==> config.mk <==
export PLATFORM = sky130hd
export DESIGN_NAME = ecc_err_hub
export DESIGN_NICKNAME = d
export VERILOG_FILES = /design/src/rtl/ecc_hub_pkg.sv /design/src/rtl/ecc_capture.sv /design/src/rtl/ecc_inject.sv /design/src/rtl/ecc_err_hub.sv
export SDC_FILE = /design/constraint.sdc
export NUM_CORES = 1
export LEC_CHECK = 0
export BUFFER_PORTS_ARGS = -buffer_cell sky130_fd_sc_hd__clkbuf_2
export CORE_MARGIN = 2
export CORE_UTILIZATION = 47
export DETAILED_ROUTE_END_ITERATION = 10
export PLACE_DENSITY = 0.77
export REMOVE_ABC_BUFFERS = 1
export SYNTH_ARGS = -nofsm -noshare
export SYNTH_HDL_FRONTEND = slang
export SYNTH_SLANG_ARGS = --single-unit
==> constraint.sdc <==
create_clock -name clk -period 1.2 [get_ports clk]
set_input_delay 0.06 -clock clk [delete_from_list [all_inputs] [get_ports clk]]
set_output_delay 0.06 -clock clk [all_outputs]
set_load 0.01 [all_outputs]
==> src/rtl/ecc_hub_pkg.sv <==
package ecc_hub_pkg;
   localparam int REG_W   = 32;
   localparam int RA_W    = 3;
   localparam int NUM_MEM = 2;
   localparam int MID_LSB = 16;
   localparam int CMK_LSB = 8;

   typedef enum logic [RA_W-1:0] {
      SLOT_CONFIG = 3'd0,
      SLOT_STATUS = 3'd1,
      SLOT_FL_ADR = 3'd2,
      SLOT_FL_DET = 3'd3,
      SLOT_SR_ADR = 3'd4,
      SLOT_SR_DET = 3'd5,
      SLOT_DMASK  = 3'd6,
      SLOT_INJCTL = 3'd7
   } slot_e;

   localparam int MEM_FL = 0;
   localparam int MEM_SR = 1;
endpackage

==> src/rtl/ecc_capture.sv <==
module ecc_capture #(
   parameter int ADDR_W = 32,
   parameter int CHK_W  = 8,
   parameter int MID_W  = 4
) (
   input  logic              clk,
   input  logic              rst_n,
   input  logic              sbe_i,
   input  logic              dbe_i,
   input  logic [ADDR_W-1:0] addr_i,
   input  logic [CHK_W-1:0]  syn_i,
   input  logic [MID_W-1:0]  mid_i,
   input  logic              sbe_en_i,
   input  logic              dbe_en_i,
   input  logic [1:0]        clr_i,
   output logic [1:0]        flags_o,
   output logic [ADDR_W-1:0] cap_addr_o,
   output logic [CHK_W-1:0]  cap_syn_o,
   output logic [MID_W-1:0]  cap_mid_o
);
   logic [1:0]        flags_q;
   logic [1:0]        set_w;
   logic [1:0]        kept_w;
   logic              take_w;
   logic [ADDR_W-1:0] addr_q;
   logic [CHK_W-1:0]  syn_q;
   logic [MID_W-1:0]  mid_q;

   always_comb begin
      set_w  = {dbe_i & dbe_en_i, sbe_i & sbe_en_i};
      kept_w = flags_q & ~clr_i;
      take_w = (|set_w) && (kept_w == 2'b00);
   end

   always_ff @(posedge clk or negedge rst_n) begin
      if (!rst_n) begin
         flags_q <= '0;
         addr_q  <= '0;
         syn_q   <= '0;
         mid_q   <= '0;
      end else begin
         flags_q <= kept_w | set_w;
         if (take_w) begin
            addr_q <= addr_i;
            syn_q  <= syn_i;
            mid_q  <= mid_i;
         end
      end
   end

   assign flags_o    = flags_q;
   assign cap_addr_o = addr_q;
   assign cap_syn_o  = syn_q;
   assign cap_mid_o  = mid_q;
endmodule

==> src/rtl/ecc_inject.sv <==
module ecc_inject #(
   parameter int DATA_W  = 32,
   parameter int CHK_W   = 8,
   parameter bit INJ_CHK = 1'b1
) (
   input  logic              clk,
   input  logic              rst_n,
   input  logic              ctl_wr_i,
   input  logic              arm_i,
   input  logic [CHK_W-1:0]  cmask_i,
   input  logic              dmask_wr_i,
   input  logic [DATA_W-1:0] dmask_i,
   input  logic              wr_valid_i,
   input  logic [DATA_W-1:0] wr_data_i,
   input  logic [CHK_W-1:0]  wr_chk_i,
   output logic [DATA_W-1:0] wr_data_o,
   output logic [CHK_W-1:0]  wr_chk_o,
   output logic              armed_o,
   output logic [DATA_W-1:0] dmask_o,
   output logic [CHK_W-1:0]  cmask_o
);
   logic              armed_q;
   logic [DATA_W-1:0] dmask_q;
   logic [CHK_W-1:0]  cmask_w;

   always_ff @(posedge clk or negedge rst_n) begin
      if (!rst_n) begin
         armed_q <= 1'b0;
         dmask_q <= '0;
      end else begin
         if (dmask_wr_i) dmask_q <= dmask_i;
         if (ctl_wr_i)        armed_q <= arm_i;
         else if (wr_valid_i) armed_q <= 1'b0;
      end
   end

   generate
      if (INJ_CHK) begin : g_chk_mask
         logic [CHK_W-1:0] cmask_q;
         always_ff @(posedge clk or negedge rst_n) begin
            if (!rst_n)        cmask_q <= '0;
            else if (ctl_wr_i) cmask_q <= cmask_i;
         end
         assign cmask_w = cmask_q;
      end else begin : g_no_chk_mask
         logic [CHK_W-1:0] unused_cmask;
         assign unused_cmask = cmask_i;
         assign cmask_w      = '0;
      end
   endgenerate

   assign wr_data_o = armed_q ? (wr_data_i ^ dmask_q) : wr_data_i;
   assign wr_chk_o  = armed_q ? (wr_chk_i ^ cmask_w) : wr_chk_i;
   assign armed_o   = armed_q;
   assign dmask_o   = dmask_q;
   assign cmask_o   = cmask_w;
endmodule

==> src/rtl/ecc_err_hub.sv <==
module ecc_err_hub
   import ecc_hub_pkg::*;
#(
   parameter int ADDR_W  = 32,
   parameter int DATA_W  = 32,
   parameter int CHK_W   = 8,
   parameter int MID_W   = 4,
   parameter bit RD_REG  = 1'b1,
   parameter bit INJ_CHK = 1'b1
) (
   input  logic              clk,
   input  logic              rst_n,
   input  logic              reg_en_i,
   input  logic              reg_we_i,
   input  logic [RA_W-1:0]   reg_addr_i,
   input  logic [REG_W-1:0]  reg_wdata_i,
   output logic [REG_W-1:0]  reg_rdata_o,
   input  logic              fl_sbe_i,
   input  logic              fl_dbe_i,
   input  logic [ADDR_W-1:0] fl_addr_i,
   input  logic [CHK_W-1:0]  fl_syn_i,
   input  logic [MID_W-1:0]  fl_mid_i,
   input  logic              sr_sbe_i,
   input  logic              sr_dbe_i,
   input  logic [ADDR_W-1:0] sr_addr_i,
   input  logic [CHK_W-1:0]  sr_syn_i,
   input  logic [MID_W-1:0]  sr_mid_i,
   input  logic              sw_valid_i,
   input  logic [DATA_W-1:0] sw_data_i,
   input  logic [CHK_W-1:0]  sw_chk_i,
   output logic [DATA_W-1:0] sw_data_o,
   output logic [CHK_W-1:0]  sw_chk_o,
   output logic              irq_fl_o,
   output logic              irq_sr_o,
   output logic              fault_o
);
   localparam int FLAG_W = 2 * NUM_MEM;

   generate
      if (ADDR_W < 1 || ADDR_W > REG_W) begin : g_bad_addr
         $error("ADDR_W must be 1..32");
      end
      if (DATA_W < 1 || DATA_W > REG_W) begin : g_bad_data
         $error("DATA_W must be 1..32");
      end
      if (CHK_W < 1 || CHK_W > MID_LSB - CMK_LSB) begin : g_bad_chk
         $error("CHK_W must be 1..8");
      end
      if (MID_W < 1 || MID_W > REG_W - MID_LSB) begin : g_bad_mid
         $error("MID_W must be 1..16");
      end
   endgenerate

   logic              wr_w;
   logic              rd_w;
   logic [FLAG_W-1:0] cfg_q;
   logic [FLAG_W-1:0] stat_w;
   logic              stat_wr;
   logic              fault_q;
   logic [REG_W-1:0]  rd_mux;

   logic              ev_sbe [NUM_MEM];
   logic              ev_dbe [NUM_MEM];
   logic [ADDR_W-1:0] ev_addr [NUM_MEM];
   logic [CHK_W-1:0]  ev_syn [NUM_MEM];
   logic [MID_W-1:0]  ev_mid [NUM_MEM];
   logic [1:0]        flags_w [NUM_MEM];
   logic [ADDR_W-1:0] cap_addr [NUM_MEM];
   logic [CHK_W-1:0]  cap_syn [NUM_MEM];
   logic [MID_W-1:0]  cap_mid [NUM_MEM];

   logic              inj_armed;
   logic [DATA_W-1:0] inj_dmask;
   logic [CHK_W-1:0]  inj_cmask;
   logic [ADDR_W-1:0] fl_cap_addr;
   logic [ADDR_W-1:0] sr_cap_addr;

   assign wr_w    = reg_en_i & reg_we_i;
   assign rd_w    = reg_en_i & ~reg_we_i;
   assign stat_wr = wr_w && (reg_addr_i == SLOT_STATUS);

   always_comb begin
      ev_sbe[MEM_FL]  = fl_sbe_i;
      ev_dbe[MEM_FL]  = fl_dbe_i;
      ev_addr[MEM_FL] = fl_addr_i;
      ev_syn[MEM_FL]  = fl_syn_i;
      ev_mid[MEM_FL]  = fl_mid_i;
      ev_sbe[MEM_SR]  = sr_sbe_i;
      ev_dbe[MEM_SR]  = sr_dbe_i;
      ev_addr[MEM_SR] = sr_addr_i;
      ev_syn[MEM_SR]  = sr_syn_i;
      ev_mid[MEM_SR]  = sr_mid_i;
   end

   always_ff @(posedge clk or negedge rst_n) begin
      if (!rst_n) begin
         cfg_q   <= '0;
         fault_q <= 1'b0;
      end else begin
         if (wr_w && reg_addr_i == SLOT_CONFIG) cfg_q <= reg_wdata_i[FLAG_W-1:0];
         fault_q <= fl_dbe_i | sr_dbe_i;
      end
   end

   generate
      for (genvar g = 0; g < NUM_MEM; g++) begin : g_mem
         logic [1:0] clr_w;
         assign clr_w = stat_wr ? reg_wdata_i[2*g +: 2] : 2'b00;

         ecc_capture #(
            .ADDR_W(ADDR_W),
            .CHK_W (CHK_W),
            .MID_W (MID_W)
         ) i_cap (
            .clk       (clk),
            .rst_n     (rst_n),
            .sbe_i     (ev_sbe[g]),
            .dbe_i     (ev_dbe[g]),
            .addr_i    (ev_addr[g]),
            .syn_i     (ev_syn[g]),
            .mid_i     (ev_mid[g]),
            .sbe_en_i  (cfg_q[2*g]),
            .dbe_en_i  (cfg_q[2*g+1]),
            .clr_i     (clr_w),
            .flags_o   (flags_w[g]),
            .cap_addr_o(cap_addr[g]),
            .cap_syn_o (cap_syn[g]),
            .cap_mid_o (cap_mid[g])
         );

         assign stat_w[2*g +: 2] = flags_w[g];
      end
   endgenerate

   ecc_inject #(
      .DATA_W (DATA_W),
      .CHK_W  (CHK_W),
      .INJ_CHK(INJ_CHK)
   ) i_inj (
      .clk       (clk),
      .rst_n     (rst_n),
      .ctl_wr_i  (wr_w && reg_addr_i == SLOT_INJCTL),
      .arm_i     (reg_wdata_i[0]),
      .cmask_i   (reg_wdata_i[CMK_LSB +: CHK_W]),
      .dmask_wr_i(wr_w && reg_addr_i == SLOT_DMASK),
      .dmask_i   (reg_wdata_i[DATA_W-1:0]),
      .wr_valid_i(sw_valid_i),
      .wr_data_i (sw_data_i),
      .wr_chk_i  (sw_chk_i),
      .wr_data_o (sw_data_o),
      .wr_chk_o  (sw_chk_o),
      .armed_o   (inj_armed),
      .dmask_o   (inj_dmask),
      .cmask_o   (inj_cmask)
   );

   assign fl_cap_addr = cap_addr[MEM_FL];
   assign sr_cap_addr = cap_addr[MEM_SR];

   logic [REG_W-1:0] unused_wdata;
   assign unused_wdata = reg_wdata_i;

   always_comb begin
      rd_mux = '0;
      unique case (slot_e'(reg_addr_i))
         SLOT_CONFIG: rd_mux[FLAG_W-1:0] = cfg_q;
         SLOT_STATUS: rd_mux[FLAG_W-1:0] = stat_w;
         SLOT_FL_ADR: rd_mux[ADDR_W-1:0] = cap_addr[MEM_FL];
         SLOT_FL_DET: begin
            rd_mux[CHK_W-1:0]        = cap_syn[MEM_FL];
            rd_mux[MID_LSB +: MID_W] = cap_mid[MEM_FL];
         end
         SLOT_SR_ADR: rd_mux[ADDR_W-1:0] = cap_addr[MEM_SR];
         SLOT_SR_DET: begin
            rd_mux[CHK_W-1:0]        = cap_syn[MEM_SR];
            rd_mux[MID_LSB +: MID_W] = cap_mid[MEM_SR];
         end
         SLOT_DMASK:  rd_mux[DATA_W-1:0] = inj_dmask;
         SLOT_INJCTL: begin
            rd_mux[0]                = inj_armed;
            rd_mux[CMK_LSB +: CHK_W] = inj_cmask;
         end
         default:     rd_mux = '0;
      endcase
   end

   generate
      if (RD_REG) begin : g_rd_reg
         logic [REG_W-1:0] rdata_q;
         always_ff @(posedge clk or negedge rst_n) begin
            if (!rst_n)    rdata_q <= '0;
            else if (rd_w) rdata_q <= rd_mux;
         end
         assign reg_rdata_o = rdata_q;
      end else begin : g_rd_comb
         logic unused_rd;
         assign unused_rd   = rd_w;
         assign reg_rdata_o = rd_mux;
      end
   endgenerate

   assign irq_fl_o = |stat_w[1:0];
   assign irq_sr_o = |stat_w[3:2];
   assign fault_o  = fault_q;
endmodule

# --- Word level (Yosys, flattened, before mapping) ---
# Cells that the tools add are included.
# Widths: inputs -> output; s select.
totals:
  reg_bits: 170
  word_cells: 63
classes:
  eq_ne: 7
  n_mux: 12
  n_bitwise: 16
  reduce_logical: 14
ops:
  columns: ["operator", "count"]
  rows:
  - ["$pmux 4 s5", 2]
  - ["$pmux 12 s3", 1]
  - ["$mux 32", 1]
  - ["$pmux 8 s4", 1]
  - ["$xor 32x32->32", 1]
  - ["$pmux 3 s7", 1]
  - ["$eq 3x3->1 const B", 4]
  - ["$mux 8", 1]
  - ["$pmux 1 s8", 1]
  - ["$reduce_or 2->1", 4]
  - ["$xor 8x8->8", 1]
  - ["$and 1x1->1", 6]
  - ["$eq 3x2->1 const B", 2]
  - ["$logic_and 1x1->1", 6]
  - ["$and 2x2->2", 2]
  - ["$logic_not 2->1", 2]
  - ["$mux 2", 2]
  - ["$not 2->2", 2]
  - ["$or 2x2->2", 2]
  - ["$eq 3x1->1 const B", 1]
  - ["$logic_not 3->1", 1]
  - ["$mux 1", 2]
  - ["$reduce_bool 2->1", 1]
  - ["$not 1->1", 1]
  - ["$or 1x1->1", 1]

# --- Longest topological paths before layout ---
depth:
  depth_word: 7
  ltp_mapped: 7
  ltp_nobuf: 4

# --- By module ---
# Synthesis repeated with hierarchy kept, for this count alone.
unflattened:
  cells_unflattened: 650
  hier_area_um2: 8619.5
by_module_without_submodules:
  columns: ["module", "n_inst", "cells_each", "area_per_inst_um2", "seq_area_each_um2"]
  rows:
  - ["ecc_capture", 2, 104, 1930.6, 1151.1]
  - ["ecc_err_hub", 1, 269, 2532.4, 925.9]
  - ["ecc_inject", 1, 173, 2225.9, 1026.0]

# --- Least setup slack after synthesis ---
# No wires, ideal clock.
synth_path:
  kind: "input to register"
  start: "input port reg_addr_i[2]"
  end: "register g_mem[0].i_cap.addr_q[10]"
  setup_time_ns: 0.128
  t_arrival_ns: 1.347
  t_required_ns: 1.072
  setup_slack_ns: -0.275
  path_stages: 6
  cell_sequence: "buf_2 > nand3b_4 > o31ai_4 > nand3_4 > buf_6 > mux2_1"
synth_between:
  elab_chain_cells: 7
synth_rtl:
  columns: ["item", "line", "source"]
  rows:
  - ["start: declaration", "ecc_err_hub.sv:15", "input logic [RA_W-1:0] reg_addr_i,"]
  - ["$eq 3x1->1", "ecc_err_hub.sv:80", "assign stat_wr = wr_w && (reg_addr_i == SLOT_STATUS);"]
  - ["$logic_and 1x1->1", "ecc_err_hub.sv:80", null]
  - ["$mux 2", "ecc_err_hub.sv:108", "assign clr_w = stat_wr ? reg_wdata_i[2*g +: 2] : 2'b00;"]
  - ["$not 2->2", "ecc_capture.sv:31", "kept_w = flags_q & ~clr_i;"]
  - ["$and 2x2->2", "ecc_capture.sv:31", null]
  - ["$logic_not 2->1", "ecc_capture.sv:32", "take_w = (|set_w) && (kept_w == 2'b00);"]
  - ["$logic_and 1x1->1", "ecc_capture.sv:32", null]
  - ["end signal: assignment", "ecc_capture.sv:44", "addr_q <= addr_i;"]
  - ["end: declaration", "ecc_capture.sv:25", "logic [ADDR_W-1:0] addr_q;"]
# No other way between the ends.
# A chain may end at the register's enable or synchronous reset.

# --- Worst setup path in the final report ---
layout_path:
  start: "register i_inj.armed_q (netlist: i_inj.armed_o)"
  end: "output port sw_data_o[28]"
layout_between:
  elab_chain_cells: 1
layout_rtl:
  columns: ["item", "line", "source"]
  rows:
  - ["start: declaration", "ecc_inject.sv:22", "logic armed_q;"]
  - ["start signal: assignment", "ecc_inject.sv:32", "if (ctl_wr_i) armed_q <= arm_i;"]
  - ["$mux 32", "ecc_inject.sv:52", "assign wr_data_o = armed_q ? (wr_data_i ^ dmask_q) : wr_data_i;"]
  - ["end: declaration", "ecc_err_hub.sv:31", "output logic [DATA_W-1:0] sw_data_o,"]
# No other way between the ends.

==> results_dict.tcl <==
set metrics [dict create \
    clock_latency_ns 0.44 \
    core_sq_um 17240 \
    initial_core_util_pct 47.95 \
    rows 48 \
    multi_input_area_sq_um 4019 \
    area_growth_pct 54.19 \
    synth_edf_count 0 \
    worstSetupStartpointType "flop" \
    wire_per_inst_microns 21.07 \
    powerDensity_nw_per_um2 1594 \
    grt_usage_pct 29.55 \
    via_per_inst 5.380 \
    ant_nets 0 \
    tritoncts "done" \
    dp_hpwl_mm 16.02 \
    nets 1241 \
    cap_violations 0 \
    clock-sinks 170 \
    worstPathArrival_ns 1.58 \
    fillCellCount 1040 \
    crit_path_end_kind "primary output" \
    drv_slew 0 \
    grt_max_degree 39 \
    synth-seq-cells 170 \
    clk_pin_slew_ns 0.06 \
    syn_area_per_cell_sq_um 12.91 \
    drive_above_1_share_pct 51.57 \
    cts_made_buffers 17 \
    async_reset_ff_share_pct 100.0 \
    first_pass_iters 5 \
    finalSetupTns_ns -37.39 \
    die_h_microns 136.6 \
    htree_num_levels 4 \
    dieArea_sq_um 18660 \
    status "finished with violations" \
    ios 247 \
    seqCellArea_sq_um 4255 \
    synth-main-ff-cell "dfrtp_1" \
    fp.dieW_microns 136.6 \
    place_congestion 0.8231 \
    ys_types 41 \
    maxClockFrequency_ghz 0.6087 \
    cp_max_fo 9 \
    finClkSkew_ns 0.01066 \
    p_leak_nw 6.409 \
    critical_path_class "reg2out" \
    tightest_slew_ns 0.7029 \
    ys_seq_area_share_pct 51.48 \
    syn_area_sq_um 8264 \
    postCtsHoldBufs 122 \
    placed_area_sq_um 10110 \
    dp_slack_ns -0.4062 \
    antenna_found_initial 0 \
    failed_checks "hold timing, setup timing" \
    mostFrequentLayoutCell "clkbuf_2" \
    gr-total-overflow 0 \
    cts_buffer_depth 2 \
    hold_path_class "in2reg" \
    max-slew-margin-rel_pct 53.14 \
    grt_pass1_wl_mm 41.09 \
    final_area_sq_um 12740 \
    vias 7032 \
    peakVddDrop_v 0.001070 \
    rsz0062_at_grt "true" \
    drcViolationCount 0 \
    hold-worst-slack_ns -0.06426 \
    yosysWarnings 0 \
    layout_common_cells "clkbuf_2, dfrtp_1, dlygate4sd3_1, mux2_4, nand2_1" \
    portBuffers 246 \
    root_buffer "clkbuf_16" \
    n_antenna_cell 0 \
    finalSetupViolCount 135 \
    setup_slack_ns -0.4430 \
    period_share_pct 136.9 \
    finalPower_mw 20.31 \
    required_ns 1.14 \
    wl_mm 27.54 \
    grt_pass1_vias 7467 \
    final-hold-violation-count 3 \
    drtIter0Drc 462 \
    netlist_instances 640 \
    min_period_ns 1.643 \
]
what timing repair did:
action | 4_1_cts | 5_1_grt
endpoints found under the hold margin | 303 | 2
endpoints found under the setup margin | 138 | 141
resized for setup | 65 | 65
buffers inserted | 21 | 5
gates cloned | 11 | 1
pin swaps | 8 | 10
final cells by class:
type                    instances  area share, %
clock inverters                 8         0.8445
flip-flops and latches        170          33.40
inverters                       2        0.05892
repair buffers                451          27.94
clock buffers                  24          4.016
multi-input cells             427          31.54
well taps                     225          2.209
registers in the layout (all words and copies together), names as in the netlist, 4 cells and up:
signal and flops:
i_inj.cmask_o 8, g_mem.i_cap.flags_o 4, g_mem.i_cap.cap_addr_o 64, cfg_q 4
g_mem.i_cap.cap_mid_o 8, g_mem.i_cap.cap_syn_o 16, i_inj.dmask_o 32, reg_rdata_o 32
power by group:
group	total, mW	switching (mW)	internal [mW]
clock	5.72	2.31	3.41
combinational	5.50	1.88	3.62
sequential	9.09	1.38	7.70
total	20.3	5.58	14.7
final timing paths:
| kind | start | end | slack, ns | cells past startpoint |
|---|---|---|---|---|
| worst max-delay path | i_inj.armed_o | sw_data_o[28] | -0.44 | 5 |
| worst min-delay path | fl_sbe_i | g_mem[0].i_cap.flags_o[0] | -0.06 | 3 |
| worst max register to register | g_mem[1].i_cap.flags_o[1] | g_mem[1].i_cap.cap_addr_o[12] | -0.35 | 6 |
| worst min register to register | reg_rdata_o[18] | reg_rdata_o[18] | 0.48 | 2 |
| max in group asynchronous | rst_n | i_inj.armed_o | 0.53 | 3 |
| min in group asynchronous | rst_n | reg_rdata_o[19] | 0.11 | 2 |
per-stage QoR:
stage                     cells  util [%]
after floorplan             599         -
after global placement     1124     58.67
after detailed placement   1124     58.67
after CTS                  1309     73.40
after global routing       1307     73.93
final                      1307     73.93
routing by layer:
metal  GRT usage (%)  up-vias  share of wire, %  wire length [microns]
met4           12.27        0               3.9                   1083
met2           50.03      336                50                  13760
met3           6.148       80               6.4                   1762
li1                -     3146                 -                      -
met1           36.81     3470                40                  10930
met5               0        -                 0                      0
kinds of logic after synthesis:
family | Yosys count | share of synthesized area (%)
AO/OA/AOI/OAI | 87 | 7.888
XOR/XNOR | 40 | 4.239
buffers and inverters | 43 | 2.892
flip-flops | 170 | 51.48
multiplexers | 170 | 26.46
AND/OR/NAND/NOR | 130 | 7.040
synth_stat cells (2+ instances only):
master | instances | area share [%]
o31ai_4 | 4 | 1.0
buf_6 | 8 | 1.1
o21ai_0 | 27 | 1.6
nand2b_1 | 2 | 0.15
a21oi_1 | 14 | 0.85
a221oi_1 | 2 | 0.21
dfrtp_1 | 170 | 51
or2_2 | 3 | 0.23
mux2_4 | 72 | 13
buf_2 | 14 | 0.85
nand3b_1 | 3 | 0.27
mux4_2 | 3 | 0.82
clkbuf_1 | 18 | 0.82
nor2_1 | 15 | 0.68
and3_1 | 2 | 0.15
nor2b_1 | 4 | 0.30
xnor2_1 | 40 | 4.2
or3_1 | 3 | 0.23
a222oi_1 | 6 | 0.73
nand3_4 | 2 | 0.42
o221ai_1 | 6 | 0.64
o22ai_1 | 2 | 0.15
mux2_2 | 61 | 8.3
a22oi_1 | 4 | 0.36
nand2_1 | 93 | 4.2
mux2i_1 | 25 | 3.0
mux2_1 | 9 | 1.2
a22o_1 | 15 | 1.6
worst max-delay path, stage by stage, from the launching register on:
cell and delay [ns]:
dfrtp_2 0.44, buf_12 0.16, clkbuf_16 0.16, nand2_4 0.08
xnor2_2 0.13, buf_2 0.17
No activity file was read; power rests on OpenSTA's default activity.
